File: src/rtl/cfg_seq_pkg.sv
package cfg_seq_pkg;

   typedef enum logic [2:0] {
      ST_OFF     = 3'd0,
      ST_CLEAR   = 3'd1,
      ST_RELEASE = 3'd2,
      ST_LOAD    = 3'd3,
      ST_DONE_HI = 3'd4,
      ST_IO_ON   = 3'd5,
      ST_USER    = 3'd6,
      ST_ERR     = 3'd7
   } cfg_state_t;

   typedef struct packed {
      logic pull;
      logic done;
      logic load;
      logic io;
      logic gsr;
   } cfg_outs_t;

   function automatic cfg_outs_t outs_of(cfg_state_t s);
      cfg_outs_t o;
      o = '0;
      case (s)
         ST_OFF, ST_CLEAR, ST_ERR: o.pull = 1'b1;
         ST_LOAD:                  o.load = 1'b1;
         ST_DONE_HI:               o.done = 1'b1;
         ST_IO_ON:                 begin o.done = 1'b1; o.io = 1'b1; end
         ST_USER:                  begin o.done = 1'b1; o.io = 1'b1; o.gsr = 1'b1; end
         default:                  o = '0;
      endcase
      return o;
   endfunction

endpackage

File: src/rtl/cfg_sync.sv
module cfg_sync #(
   parameter int STAGES = 2
) (
   input  logic clk,
   input  logic rst_n,
   input  logic d,
   output logic q
);
   initial begin
      if (STAGES < 2) $fatal(1, "cfg_sync: STAGES must be at least 2");
   end

   logic [STAGES-1:0] chain;

   genvar i;
   generate
      for (i = 0; i < STAGES; i++) begin : g_stage
         if (i == 0) begin : g_first
            always_ff @(posedge clk or negedge rst_n) begin
               if (!rst_n) chain[0] <= 1'b0;
               else        chain[0] <= d;
            end
         end else begin : g_next
            always_ff @(posedge clk or negedge rst_n) begin
               if (!rst_n) chain[i] <= 1'b0;
               else        chain[i] <= chain[i-1];
            end
         end
      end
   endgenerate

   assign q = chain[STAGES-1];
endmodule

File: src/rtl/cfg_clear_timer.sv
module cfg_clear_timer #(
   parameter int CLR_CYCLES = 64
) (
   input  logic clk,
   input  logic rst_n,
   input  logic run,
   output logic expired
);
   localparam int CNT_W = (CLR_CYCLES > 2) ? $clog2(CLR_CYCLES) : 1;
   localparam logic [CNT_W-1:0] LAST = CNT_W'(CLR_CYCLES - 1);

   initial begin
      if (CLR_CYCLES < 2) $fatal(1, "cfg_clear_timer: CLR_CYCLES must be at least 2");
   end

   logic [CNT_W-1:0] cnt_q;

   always_ff @(posedge clk or negedge rst_n) begin
      if (!rst_n)           cnt_q <= '0;
      else if (!run)        cnt_q <= '0;
      else if (cnt_q != LAST) cnt_q <= cnt_q + 1'b1;
   end

   assign expired = run && (cnt_q == LAST);


   cnt_range_chk: assert property (@(posedge clk) disable iff (!rst_n)
      cnt_q <= LAST);


   cnt_restart_chk: assert property (@(posedge clk) disable iff (!rst_n)
      !run |=> (cnt_q == '0));
endmodule

File: src/rtl/cfg_crc_match.sv
module cfg_crc_match #(
   parameter int CRC_W  = 32,
   parameter int LANE_W = 8
) (
   input  logic [CRC_W-1:0] calc,
   input  logic [CRC_W-1:0] expect_v,
   output logic             match
);
   localparam int NLANE = (CRC_W + LANE_W - 1) / LANE_W;
   localparam int TOT_W = NLANE * LANE_W;

   initial begin
      if (CRC_W < 1)  $fatal(1, "cfg_crc_match: CRC_W must be positive");
      if (LANE_W < 1) $fatal(1, "cfg_crc_match: LANE_W must be positive");
   end

   logic [TOT_W-1:0] pa, pb;
   logic [NLANE-1:0] lane_eq;

   assign pa = TOT_W'(calc);
   assign pb = TOT_W'(expect_v);

   genvar l;
   generate
      for (l = 0; l < NLANE; l++) begin : g_lane
         assign lane_eq[l] = ~|(pa[l*LANE_W +: LANE_W] ^ pb[l*LANE_W +: LANE_W]);
      end
   endgenerate

   assign match = &lane_eq;
endmodule

File: src/rtl/cfg_seq_ctrl.sv
module cfg_seq_ctrl
   import cfg_seq_pkg::*;
#(
   parameter int MODE_W      = 3,
   parameter int CRC_W       = 32,
   parameter int LANE_W      = 8,
   parameter int CLR_CYCLES  = 64,
   parameter int SYNC_STAGES = 2
) (
   input  logic              clk,
   input  logic              rst_n,
   input  logic              vcco_ok,
   input  logic              vccint_ok,
   input  logic              prog_n,
   input  logic              init_in,
   input  logic [MODE_W-1:0] mode_pins,
   input  logic              load_done,
   input  logic [CRC_W-1:0]  crc_calc,
   input  logic [CRC_W-1:0]  crc_expect,
   output logic              init_pull,
   output logic              done_o,
   output logic [MODE_W-1:0] mode_latched,
   output logic              load_en,
   output logic              io_active,
   output logic              gsr_release
);
   initial begin
      if (MODE_W < 1) $fatal(1, "cfg_seq_ctrl: MODE_W must be positive");
   end

   cfg_state_t st_q, st_d;
   cfg_outs_t  outs;
   logic       pwr_ok, init_hi, clear_done, crc_ok, latch_mode;
   logic [MODE_W-1:0] mode_q;

   assign pwr_ok = vcco_ok && vccint_ok;

   cfg_sync #(.STAGES(SYNC_STAGES)) u_sync (
      .clk   (clk),
      .rst_n (rst_n),
      .d     (init_in),
      .q     (init_hi)
   );

   cfg_clear_timer #(.CLR_CYCLES(CLR_CYCLES)) u_timer (
      .clk     (clk),
      .rst_n   (rst_n),
      .run     ((st_q == ST_CLEAR) && prog_n),
      .expired (clear_done)
   );

   cfg_crc_match #(.CRC_W(CRC_W), .LANE_W(LANE_W)) u_crc (
      .calc     (crc_calc),
      .expect_v (crc_expect),
      .match    (crc_ok)
   );

   always_comb begin
      st_d = st_q;
      if (!pwr_ok) begin
         st_d = ST_OFF;
      end else if (!prog_n) begin
         st_d = ST_CLEAR;
      end else begin
         case (st_q)
            ST_OFF:     st_d = ST_CLEAR;
            ST_CLEAR:   if (clear_done) st_d = ST_RELEASE;
            ST_RELEASE: if (init_hi) st_d = ST_LOAD;
            ST_LOAD:    if (load_done) st_d = crc_ok ? ST_DONE_HI : ST_ERR;
            ST_DONE_HI: st_d = ST_IO_ON;
            ST_IO_ON:   st_d = ST_USER;
            ST_USER:    st_d = ST_USER;
            ST_ERR:     st_d = ST_ERR;
            default:    st_d = ST_OFF;
         endcase
      end
   end

   always_ff @(posedge clk or negedge rst_n) begin
      if (!rst_n) st_q <= ST_OFF;
      else        st_q <= st_d;
   end

   assign latch_mode = (st_q == ST_RELEASE) && (st_d == ST_LOAD);

   always_ff @(posedge clk or negedge rst_n) begin
      if (!rst_n)          mode_q <= '0;
      else if (latch_mode) mode_q <= mode_pins;
   end

   assign outs         = outs_of(st_q);
   assign init_pull    = outs.pull;
   assign done_o       = outs.done;
   assign load_en      = outs.load;
   assign io_active    = outs.io;
   assign gsr_release  = outs.gsr;
   assign mode_latched = mode_q;


   no_power_chk: assert property (@(posedge clk) disable iff (!rst_n)
      !(vcco_ok && vccint_ok) |=> (init_pull && !done_o && !load_en && !io_active && !gsr_release));


   load_window_chk: assert property (@(posedge clk) disable iff (!rst_n)
      load_en |-> !init_pull);


   load_after_init_chk: assert property (@(posedge clk) disable iff (!rst_n)
      $rose(load_en) |-> $past(init_hi));


   mode_hold_chk: assert property (@(posedge clk) disable iff (!rst_n)
      !latch_mode |=> $stable(mode_latched));


   crc_abort_chk: assert property (@(posedge clk) disable iff (!rst_n)
      (load_en && load_done && !(crc_calc == crc_expect) && prog_n && vcco_ok && vccint_ok)
      |=> (init_pull && !done_o));


   io_after_done_chk: assert property (@(posedge clk) disable iff (!rst_n)
      $rose(io_active) |-> (done_o && $past(done_o)));


   gsr_after_io_chk: assert property (@(posedge clk) disable iff (!rst_n)
      $rose(gsr_release) |-> $past(io_active));


   prog_reset_chk: assert property (@(posedge clk) disable iff (!rst_n)
      !prog_n |=> (init_pull && !done_o && !load_en && !io_active && !gsr_release));
endmodule

File: config.mk
export PLATFORM = sky130hd
export DESIGN_NAME = cfg_seq_ctrl
export DESIGN_NICKNAME = d
export VERILOG_FILES = /design/src/rtl/cfg_seq_pkg.sv /design/src/rtl/cfg_sync.sv /design/src/rtl/cfg_clear_timer.sv /design/src/rtl/cfg_crc_match.sv /design/src/rtl/cfg_seq_ctrl.sv
export SDC_FILE = /design/constraint.sdc
export NUM_CORES = 1
export LEC_CHECK = 0
export CORE_ASPECT_RATIO = 0.7
export CORE_MARGIN = 10
export CORE_UTILIZATION = 36
export CTS_CLUSTER_SIZE = 8
export DETAILED_ROUTE_END_ITERATION = 8
export HOLD_SLACK_MARGIN = 0.12
export PLACE_DENSITY = 0.92
export RECOVER_POWER = 50
export SLEW_MARGIN = 20
export SYNTH_ARGS = -nofsm -noshare
export SYNTH_HDL_FRONTEND = slang
export SYNTH_SLANG_ARGS = --single-unit
File: constraint.sdc
create_clock -name clk -period 2.6 [get_ports clk]
set_input_delay 0.52 -clock clk [delete_from_list [all_inputs] [get_ports clk]]
set_output_delay 0.52 -clock clk [all_outputs]
set_load 0.02 [all_outputs]
# Yosys cells after proc, flatten, opt, wreduce, memory -nomap -nowiden
# Index checks and enable logic that the tools add are counted.
[op_classes] add_sub_neg=1 n_eq_ne=11 mux=14 n_bitwise=4 reduce_logical=17
[ops] operator="$reduce_or A8 Y1" n=4
[ops] operator="$xor A8 B8 Y8" n=4
[ops] operator="$pmux W3 S7" n=1
[ops] operator="$mux W3" n=5
[ops] operator="$eq A3 B3 Y1 const B" n=4
[ops] operator="$mux W6" n=2
[ops] operator="$eq A3 B2 Y1 const B" n=3
[ops] operator="$add A6 B1 Y6 const B" n=1
[ops] operator="$eq A6 B6 Y1 const B" n=1
[ops] operator="$ne A6 B6 Y1 const B" n=1
[ops] operator="$reduce_or A3 Y1" n=2
[ops] operator="$mux W1" n=5
[ops] operator="$logic_and A1 B1 Y1" n=4
[ops] operator="$logic_not A1 Y1" n=4
[ops] operator="$reduce_and A4 Y1" n=1
[ops] operator="$eq A3 B1 Y1 const B" n=1
[ops] operator="$logic_not A3 Y1" n=1
[ops] operator="$mux W2" n=1
[ops] operator="$ne A2 B2 Y1 const B" n=1
[ops] operator="$reduce_or A2 Y1" n=1
[totals] register_bits=14 in_bits=74 output_inout_bits=8 elab_cells=52

# Logic depth before layout (Yosys ltp)
# Gate-level depths: netlist of the first run.
[logic_depth] ltp_word=11 ltp_mapped=6

# Modules after synthesis
# A second synthesis of the first run with hierarchy kept.
[unflattened] hier_cells=112 hier_area_um2=1069.8
[modules_own_cells] module="cfg_seq_ctrl" instances=1 cells_per_inst=37 area_each_um2=361.6 seq_area_each_um2=150.1
[modules_own_cells] module="cfg_crc_match" instances=1 cells_per_inst=43 area_each_um2=346.6 seq_area_each_um2=0.0
[modules_own_cells] module="cfg_clear_timer" instances=1 cells_per_inst=30 area_each_um2=311.5 seq_area_each_um2=150.1
[modules_own_cells] module="cfg_sync" instances=1 cells_per_inst=2 area_each_um2=50.0 seq_area_each_um2=50.0

# Least setup slack after synthesis of the first run
# OpenSTA, ideal clock, no wires.
[synth_path] kind="register to output" start="reg st_q[0]" end="out io_active" arrival_time_ns=1.068 required_time_ns=2.080 setup_slack_ns=1.012 stages_incl_launch_ff=4 path_buffers=1 path_cell_list="dfrtp_1 -> buf_4 -> nand2b_2 -> a21oi_1"
[synth_between] elab_chain_len=3 word_cells_on_any_way=4
[synth_rtl] item="from (decl)" line="cfg_seq_ctrl.sv:31" source="cfg_state_t st_q, st_d;"
[synth_rtl] item="from (signal assigned)" line="cfg_seq_ctrl.sv:81" source="else st_q <= st_d;"
[synth_rtl] item="$eq A3 B3 Y1" line="cfg_seq_pkg.sv:25" source="case (s)"
[synth_rtl] item="$reduce_or A2 Y1 (no line) (*)"
[synth_rtl] item="$mux W1 (*)" line="cfg_seq_pkg.sv:25"
[synth_rtl] item="to (decl)" line="cfg_seq_ctrl.sv:24" source="output logic io_active,"
# Mark *: on every way between the ends. The rest lies on a longest branch, timed or not.

# Final worst setup path of the first run
# Same ends and word-level chain as after synthesis.

==> flow_summary_export.csv, run 1 <==
group,metric,value,unit
outcome,run_status,"complete, no violations",
cts,clock-sinks,14,
critical_path,critical_path.max_stage_delay,650,ps
final_layout,diodes,0,
cts,clkSlewWorstSetupHoldPaths,60,ps
synthesis,synth_nets,191,
cts,cts_resized,0,
cts,hold_buffer_count_at_cts,0,
timing,slew_headroom,57.7,%
final_layout,area_delta_synth_final,82.4,%
global_route,vias_in_the_first_global_route,1269,
cts,max-clock-path-buffers,2,
run,cap_violations,0,
final_layout,final_core_util,69.9,%
power_and_ir_drop,worst_ir_drop_vdd,0.363,mV
timing,clock_skew,4.29,ps
synthesis,yosys_register_bits,14,
floorplan,core.rowCount,16,
critical_path,setup.worst_path.end_class,"output port",
floorplan,fp.dieW,85.8,um
timing,setup_violating_endpoint_count_in_the_final_report,0,
synthesis,sequential_share_of_the_synthesized_area,32.1,%
critical_path,cell_at_the_slowest_stage_of_the_critical_path,"clkdlybuf4s50_1",
cts,htreeDepth,1,
drt,dr.first_iter.drc_count,113,
drt,route.antenna.remaining_nets,0,
critical_path,critical_path_startpoint_category,"flip-flop",
power_and_ir_drop,p_leak,0.723,nW
synthesis,synthesis.area,0.00109,mm^2
drt,route.detailed.wl_per_inst,19.3,um
global_route,initial_antenna_violation_count,0,
floorplan,floorplan.initialDensity,38.3,%
floorplan,design.core.area,0.00284,mm^2
synthesis,gate_count_of_the_mapped_netlist,116,
timing,setup_repair_after_global_routing_missed_its_margin,"no",
drt,via_per_inst,5.00,
cts,clock_insertion_delay_worst_skew,250,ps
critical_path,worst-endpoint-required,2080,ps
drt,routed-via-count,1174,
synthesis,yosysWarningCount,0,
critical_path,critical_path_buf_inv_count,1,
drt,detail_route.wirelength,4530,um
power_and_ir_drop,power_density,320,mW/mm^2
timing,slew_violations,0,
placed_design,gp_routability_congestion,0.806,
final_layout,drive_gt1_share,7.54,%
timing,layout_min_cycle_time,2340,ps
drt,drt-pass1-iter-count,5,
final_layout,final_net_count,275,
timing,final.setup.tns,0,ps
synthesis,synth_area_per_cell,9.39,um^2
timing,max_clock_freq,428,MHz
final_layout,final_std_cell_area_no_fill,0.00199,mm^2
floorplan,fp.dieH,66.0,um
critical_path,arrival_time_of_the_worst_setup_path,1820,ps
placed_design,port_buffers,81,
timing,worstMarginPinSlew,632,ps
critical_path,crit_path_max_fanout,10,
placed_design,dp_hpwl,3950,um
timing,hold_violations,0,
critical_path,r2r_setup_slack,920,ps
critical_path,critical_path_cell_list,"nand2b_2, a21oi_1, clkdlybuf4s50_1",
floorplan,num_io_pins,82,
worst_hold_path,holdCritPathClass,"reg2reg",
drt,drcViolationCount,0,
timing,period_utilization,89.8,%
global_route,grt-ovfl-total,0,
cts,cts-root-buf,"clkbuf_8",
global_route,grt_first_pass_wirelength,7010,um
timing,finalHoldWorstSlack,355,ps
cts,cts_setup_buffers,0,
global_route,largest_net_degree_at_the_start_of_global_routing,15,
critical_path,critical_path.top_delay_family,"buffers and inverters",
critical_path,crit_type,"reg2out",
global_route,global_route.usage.total,16.0,%
synthesis,synthDistinctLibCells,31,
floorplan,design.die.area,0.00566,mm^2
cts,numCtsBuffers,3,
placed_design,placedInstanceArea,0.00193,mm^2
cts,cts_tree,"done",
-- flip-flops by register name, summed over array words and instances (netlist names) --
signal         flops
u_sync.chain       1
st_q               3
u_timer.cnt_q      6
u_sync.q           1
mode_latched       3
-- path summary, 6_finish.rpt --
path / to / cells past startpoint / startpoint
worst min-delay path: u_sync.q / 0 / u_sync.chain[0]
min in group asynchronous: st_q[2] / 1 / rst_n
worst max-delay path: io_active / 3 / st_q[0]
worst max register to register: st_q[0] / 5 / u_timer.cnt_q[0]
worst min register to register: u_sync.q / 0 / u_sync.chain[0]
max in group asynchronous: u_timer.cnt_q[0] / 1 / rst_n
-- worst register-to-register path: stages (launching register included) --
cell,delay (ps)
dfrtp_1,430
ha_1,370
nand3_4,170
a211oi_1,340
nand2_1,90
o21a_1,170
-- kinds of logic (layout without fill, tap and decap cells) --
| group | Yosys count | in the layout | share of synthesized area (%) |
|---|---|---|---|
| adders and majority gates | 1 | 1 | 1.15 |
| xor gates and xnor gates | 34 | 34 | 27.3 |
| AOI/OAI and AO/OA | 15 | 15 | 9.18 |
| muxes | 4 | 4 | 4.02 |
| buffers and inverters | 5 | 88 | 2.18 |
| and+or+nand+nor | 43 | 43 | 24.0 |
| DFF | 14 | 14 | 32.1 |
-- layer usage --
layer / vias up / share of wire [%] / track usage, %
met4: 0 / 1.3 / 3.89
met3: 8 / 5.7 / 3.57
li1: 576 / - / -
met1: 527 / 38 / 17.1
met5: - / 0 / 0
met2: 63 / 55 / 31.0
-- stage by stage --
stage	total power (W)	setup slack [ps]	cells
5_1_grt	0.000659	214	235
3_5_place_dp	0.000425	452	231
6_report	0.000636	265	235
2_1_floorplan	0.000289	1010	116
4_1_cts	0.000643	288	235
3_3_place_gp	0.000415	565	231
-- power breakdown --
part | internal [W] | switching (W) | total (W) | leakage (nW)
clock | 0.000134 | 0.0000815 | 0.000216 | 0.0288
sequential | 0.000222 | 0.00000459 | 0.000227 | 0.189
combinational | 0.000135 | 0.0000579 | 0.000193 | 0.506
-- synth_stat cells --
| library cell | n | area, um^2 |
|---|---|---|
| nand2b_1 | 1 | 6.26 |
| xnor2_1 | 29 | 254 |
| nand3_4 | 1 | 17.5 |
| mux2i_1 | 1 | 10.0 |
| a31oi_1 | 2 | 12.5 |
| buf_4 | 1 | 7.51 |
| nor2b_1 | 1 | 6.26 |
| xor2_1 | 5 | 43.8 |
| a211oi_1 | 1 | 7.51 |
| nor4_4 | 1 | 21.3 |
| a21bo_2 | 1 | 10.0 |
| o21a_1 | 2 | 15.0 |
| nor3_1 | 3 | 15.0 |
| dfrtp_1 | 14 | 350 |
| a21oi_2 | 1 | 8.76 |
| nand2_1 | 5 | 18.8 |
| buf_2 | 1 | 5.00 |
| nand2b_2 | 1 | 8.76 |
| a41o_2 | 1 | 11.3 |
| and3_4 | 1 | 11.3 |
| nor4_1 | 2 | 12.5 |
| ha_1 | 1 | 12.5 |
| mux2_2 | 3 | 33.8 |
| nand4_1 | 8 | 50.1 |
| nor2_2 | 1 | 6.26 |
| inv_1 | 3 | 11.3 |
| nor2_1 | 6 | 22.5 |
| o21ai_0 | 2 | 10.0 |
| nor3b_1 | 2 | 15.0 |
| a21oi_1 | 5 | 25.0 |
| nand3_1 | 10 | 50.1 |
-- cells in the final DEF, fill, tap and decap left out, types with 4 or more instances in the layout --
cell	n
xnor2_1	29
xor2_1	5
nand4_1	8
nor2_1	6
nand2_1	5
clkdlybuf4s50_1	78
a21oi_1	5
nand3_1	10
dfrtp_1	14
clkbuf_8	4
-- layout make-up --
class / count / area (um^2)
fillers: 226 / 855
inverters: 3 / 11.3
multi-input cells: 97 / 716
repair buffers: 81 / 811
clock buffers: 4 / 55.1
flip-flops and latches: 14 / 350
well taps: 36 / 45.0
Power figures use the tool's default switching activity.
==> run 2: changes to the inputs <==
- CTS_BUF_LIST: unset -> sky130_fd_sc_hd__clkbuf_8 sky130_fd_sc_hd__clkbuf_16
- GPL_TIMING_DRIVEN: unset -> 0
- SLEW_MARGIN: 20 -> unset
==> run 2 against run 1 <==
Flip-flop and latch count did not move. Global-route usage fell by 0.61 points. Setup slack improved by 29 ps. Count of clock-buffer cells in the layout did not move. Clock power fell by 4%. Final cell count rose by 0.85%.
==> flow_summary_export.csv, run 2 (same netlist as run 1, synthesis figures left out) <==
group,metric,value,unit
timing,setup_violating_endpoint_count_in_the_final_report,0,
floorplan,fp.dieH,66.0,um
global_route,vias_in_the_first_global_route,1280,
floorplan,floorplan.initialDensity,38.3,%
final_layout,drive_gt1_share,8.46,%
timing,setup_repair_after_global_routing_missed_its_margin,"no",
timing,hold_violations,0,
drt,top_layer,"met4",
power_and_ir_drop,p_seq_share,35.9,%
critical_path,cell_at_the_slowest_stage_of_the_critical_path,"clkdlybuf4s50_1",
critical_path,crit_path_max_fanout,10,
drt,drcViolationCount,0,
power_and_ir_drop,power_density,314,mW/mm^2
final_layout,layout_commonest_cell,"clkdlybuf4s50_1",
critical_path,crit_type,"reg2out",
critical_path,critical_path_startpoint_category,"flip-flop",
cts,clock_insertion_delay_worst_skew,240,ps
floorplan,design.core.area,0.00284,mm^2
floorplan,core.rowCount,16,
drt,detail_route.wirelength,4430,um
final_layout,filler_cells,227,
critical_path,critical_path.max_stage_delay,640,ps
floorplan,num_io_pins,82,
cts,cts-root-buf,"clkbuf_8",
drt,route.detailed.wl_per_inst,18.7,um
drt,met2RoutedLength,2440,um
timing,final.setup.tns,0,ps
placed_design,dp_hpwl,3950,um
global_route,global_route.usage.total,15.3,%
timing,slew_headroom,61.9,%
placed_design,port_buffers,81,
final_layout,diodes,0,
drt,drt-pass1-iter-count,4,
timing,finalHoldWorstSlack,362,ps
final_layout,number_of_flip_flops_under_the_largest_register_name,6,
timing,period_utilization,88.7,%
power_and_ir_drop,p_sw,0.000135,W
worst_hold_path,holdCritPathClass,"reg2reg",
power_and_ir_drop,share_clk_of_total_power,32.9,%
power_and_ir_drop,worst_ir_drop_vdd,0.357,mV
outcome,run_status,"complete, no violations",
critical_path,cp_num_cells,4,
critical_path,critical_path_cell_list,"buf_4, nand2b_2, a21oi_1, clkdlybuf4s50_1",
final_layout,layout.cells.most_common_list,"78 x clkdlybuf4s50_1, 29 x xnor2_1, 14 x dfrtp_1",
timing,clock_skew,2.82,ps
global_route,grt-ovfl-total,0,
floorplan,design.die.area,0.00566,mm^2
cts,numCtsBuffers,3,
run,cap_violations,0,
placed_design,gp_routability_congestion,0.825,
critical_path,worst-r2r-cell-count,5,
cts,hold_buffer_count_at_cts,0,
timing,slew_violations,0,
drt,dr.first_iter.drc_count,64,
final_layout,final_net_count,277,
drt,routed-via-count,1195,
cts,max-clock-path-buffers,2,
floorplan,fp.dieW,85.8,um
critical_path,critical_path.top_delay_family,"buffers and inverters",
power_and_ir_drop,p_leak,0.734,nW
global_route,initial_antenna_violation_count,0,
drt,met3WireLength,216,um
cts,htreeDepth,1,
global_route,grt_first_pass_wirelength,6930,um
cts,cts_tree,"done",
drt,via_per_inst,5.04,
cts,cts_resized,0,
drt,route.antenna.remaining_nets,0,
timing,worstMarginPinSlew,570,ps
final_layout,largest_register,"u_timer.cnt_q",
critical_path,critical_path_buf_inv_count,2,
power_and_ir_drop,combinationalPowerShare,31.3,%
timing,max_clock_freq,434,MHz
critical_path,setup.worst_path.end_class,"output port",
critical_path,arrival_time_of_the_worst_setup_path,1790,ps
drt,met1Wirelength,1720,um
global_route,largest_net_degree_at_the_start_of_global_routing,15,
timing,layout_min_cycle_time,2310,ps
cts,cts_setup_buffers,0,
cts,clock-sinks,14,
final_layout,area_delta_synth_final,83.6,%
power_and_ir_drop,power_report.internal_total,0.000493,W
power_and_ir_drop,switching_share,21.5,%
critical_path,worst-endpoint-required,2080,ps
worst_hold_path,whs_path_depth,0,
power_and_ir_drop,power,0.000629,W
cts,clkSlewWorstSetupHoldPaths,50,ps
[run 2: changes by cell type in the layout (fill, tap and decap cells not counted)]
cell / change
buf_2: +1
buf_4: +1
[run 2: worst paths after layout]
path | start | endpoint | slack [ps]
max | st_q[0] | io_active | 290
min | u_sync.chain[0] | u_sync.q | 360
max reg2reg | u_timer.cnt_q[0] | st_q[0] | 910
min reg2reg | u_sync.chain[0] | u_sync.q | 360
max in group asynchronous | rst_n | st_q[0] | 1520
min in group asynchronous | rst_n | u_timer.cnt_q[0] | 710
[run 2: layout make-up]
| class | count | area [um^2] | area share, % |
|---|---|---|---|
| Timing Repair Buffer | 81 | 811 | 40.5 |
| Inverter | 3 | 11.3 | 0.563 |
| Buffer | 2 | 12.5 | 0.625 |
| Sequential cell | 14 | 350 | 17.5 |
| Tap cell | 36 | 45.0 | 2.25 |
| Multi-Input combinational cell | 97 | 716 | 35.8 |
| Clock buffer | 4 | 55.1 | 2.75 |
[run 2: metal layers]
| metal | GRT usage [%] | vias to the layer above |
|---|---|---|
| met5 | 0 | - |
| met4 | 3.48 | 0 |
| met3 | 2.83 | 4 |
| met2 | 30.2 | 49 |
| met1 | 16.5 | 561 |
| li1 | - | 581 |
[run 2: power groups by stage]
stage	Combinational [W]	Clock, W	Sequential [W]
2_1_floorplan	0.0000583	0	0.000230
3_3_place_gp	0.000187	0	0.000229
3_5_place_dp	0.000198	0	0.000229
4_1_cts	0.000199	0.000215	0.000225
5_1_grt	0.000209	0.000222	0.000225
6_report	0.000196	0.000207	0.000225
[run 2: through the flow]
step / worst slack (ps) / instances / util, % / instance area [um^2]
6_report: 294 / 237 / 70.4 / 2000
5_1_grt: 240 / 237 / 70.4 / 2000
4_1_cts: 284 / 237 / 70.4 / 2000
3_5_place_dp: 453 / 233 / 68.4 / 1950
3_3_place_gp: 550 / 233 / 68.4 / 1950
2_1_floorplan: 1010 / 116 / - / 1090
==> run 3: changes to the inputs <==
- CTS_CLUSTER_DIAMETER: unset -> 50
==> results of run 3 <==
No change in the layout: final DEF, timing and power equal those of run 2.
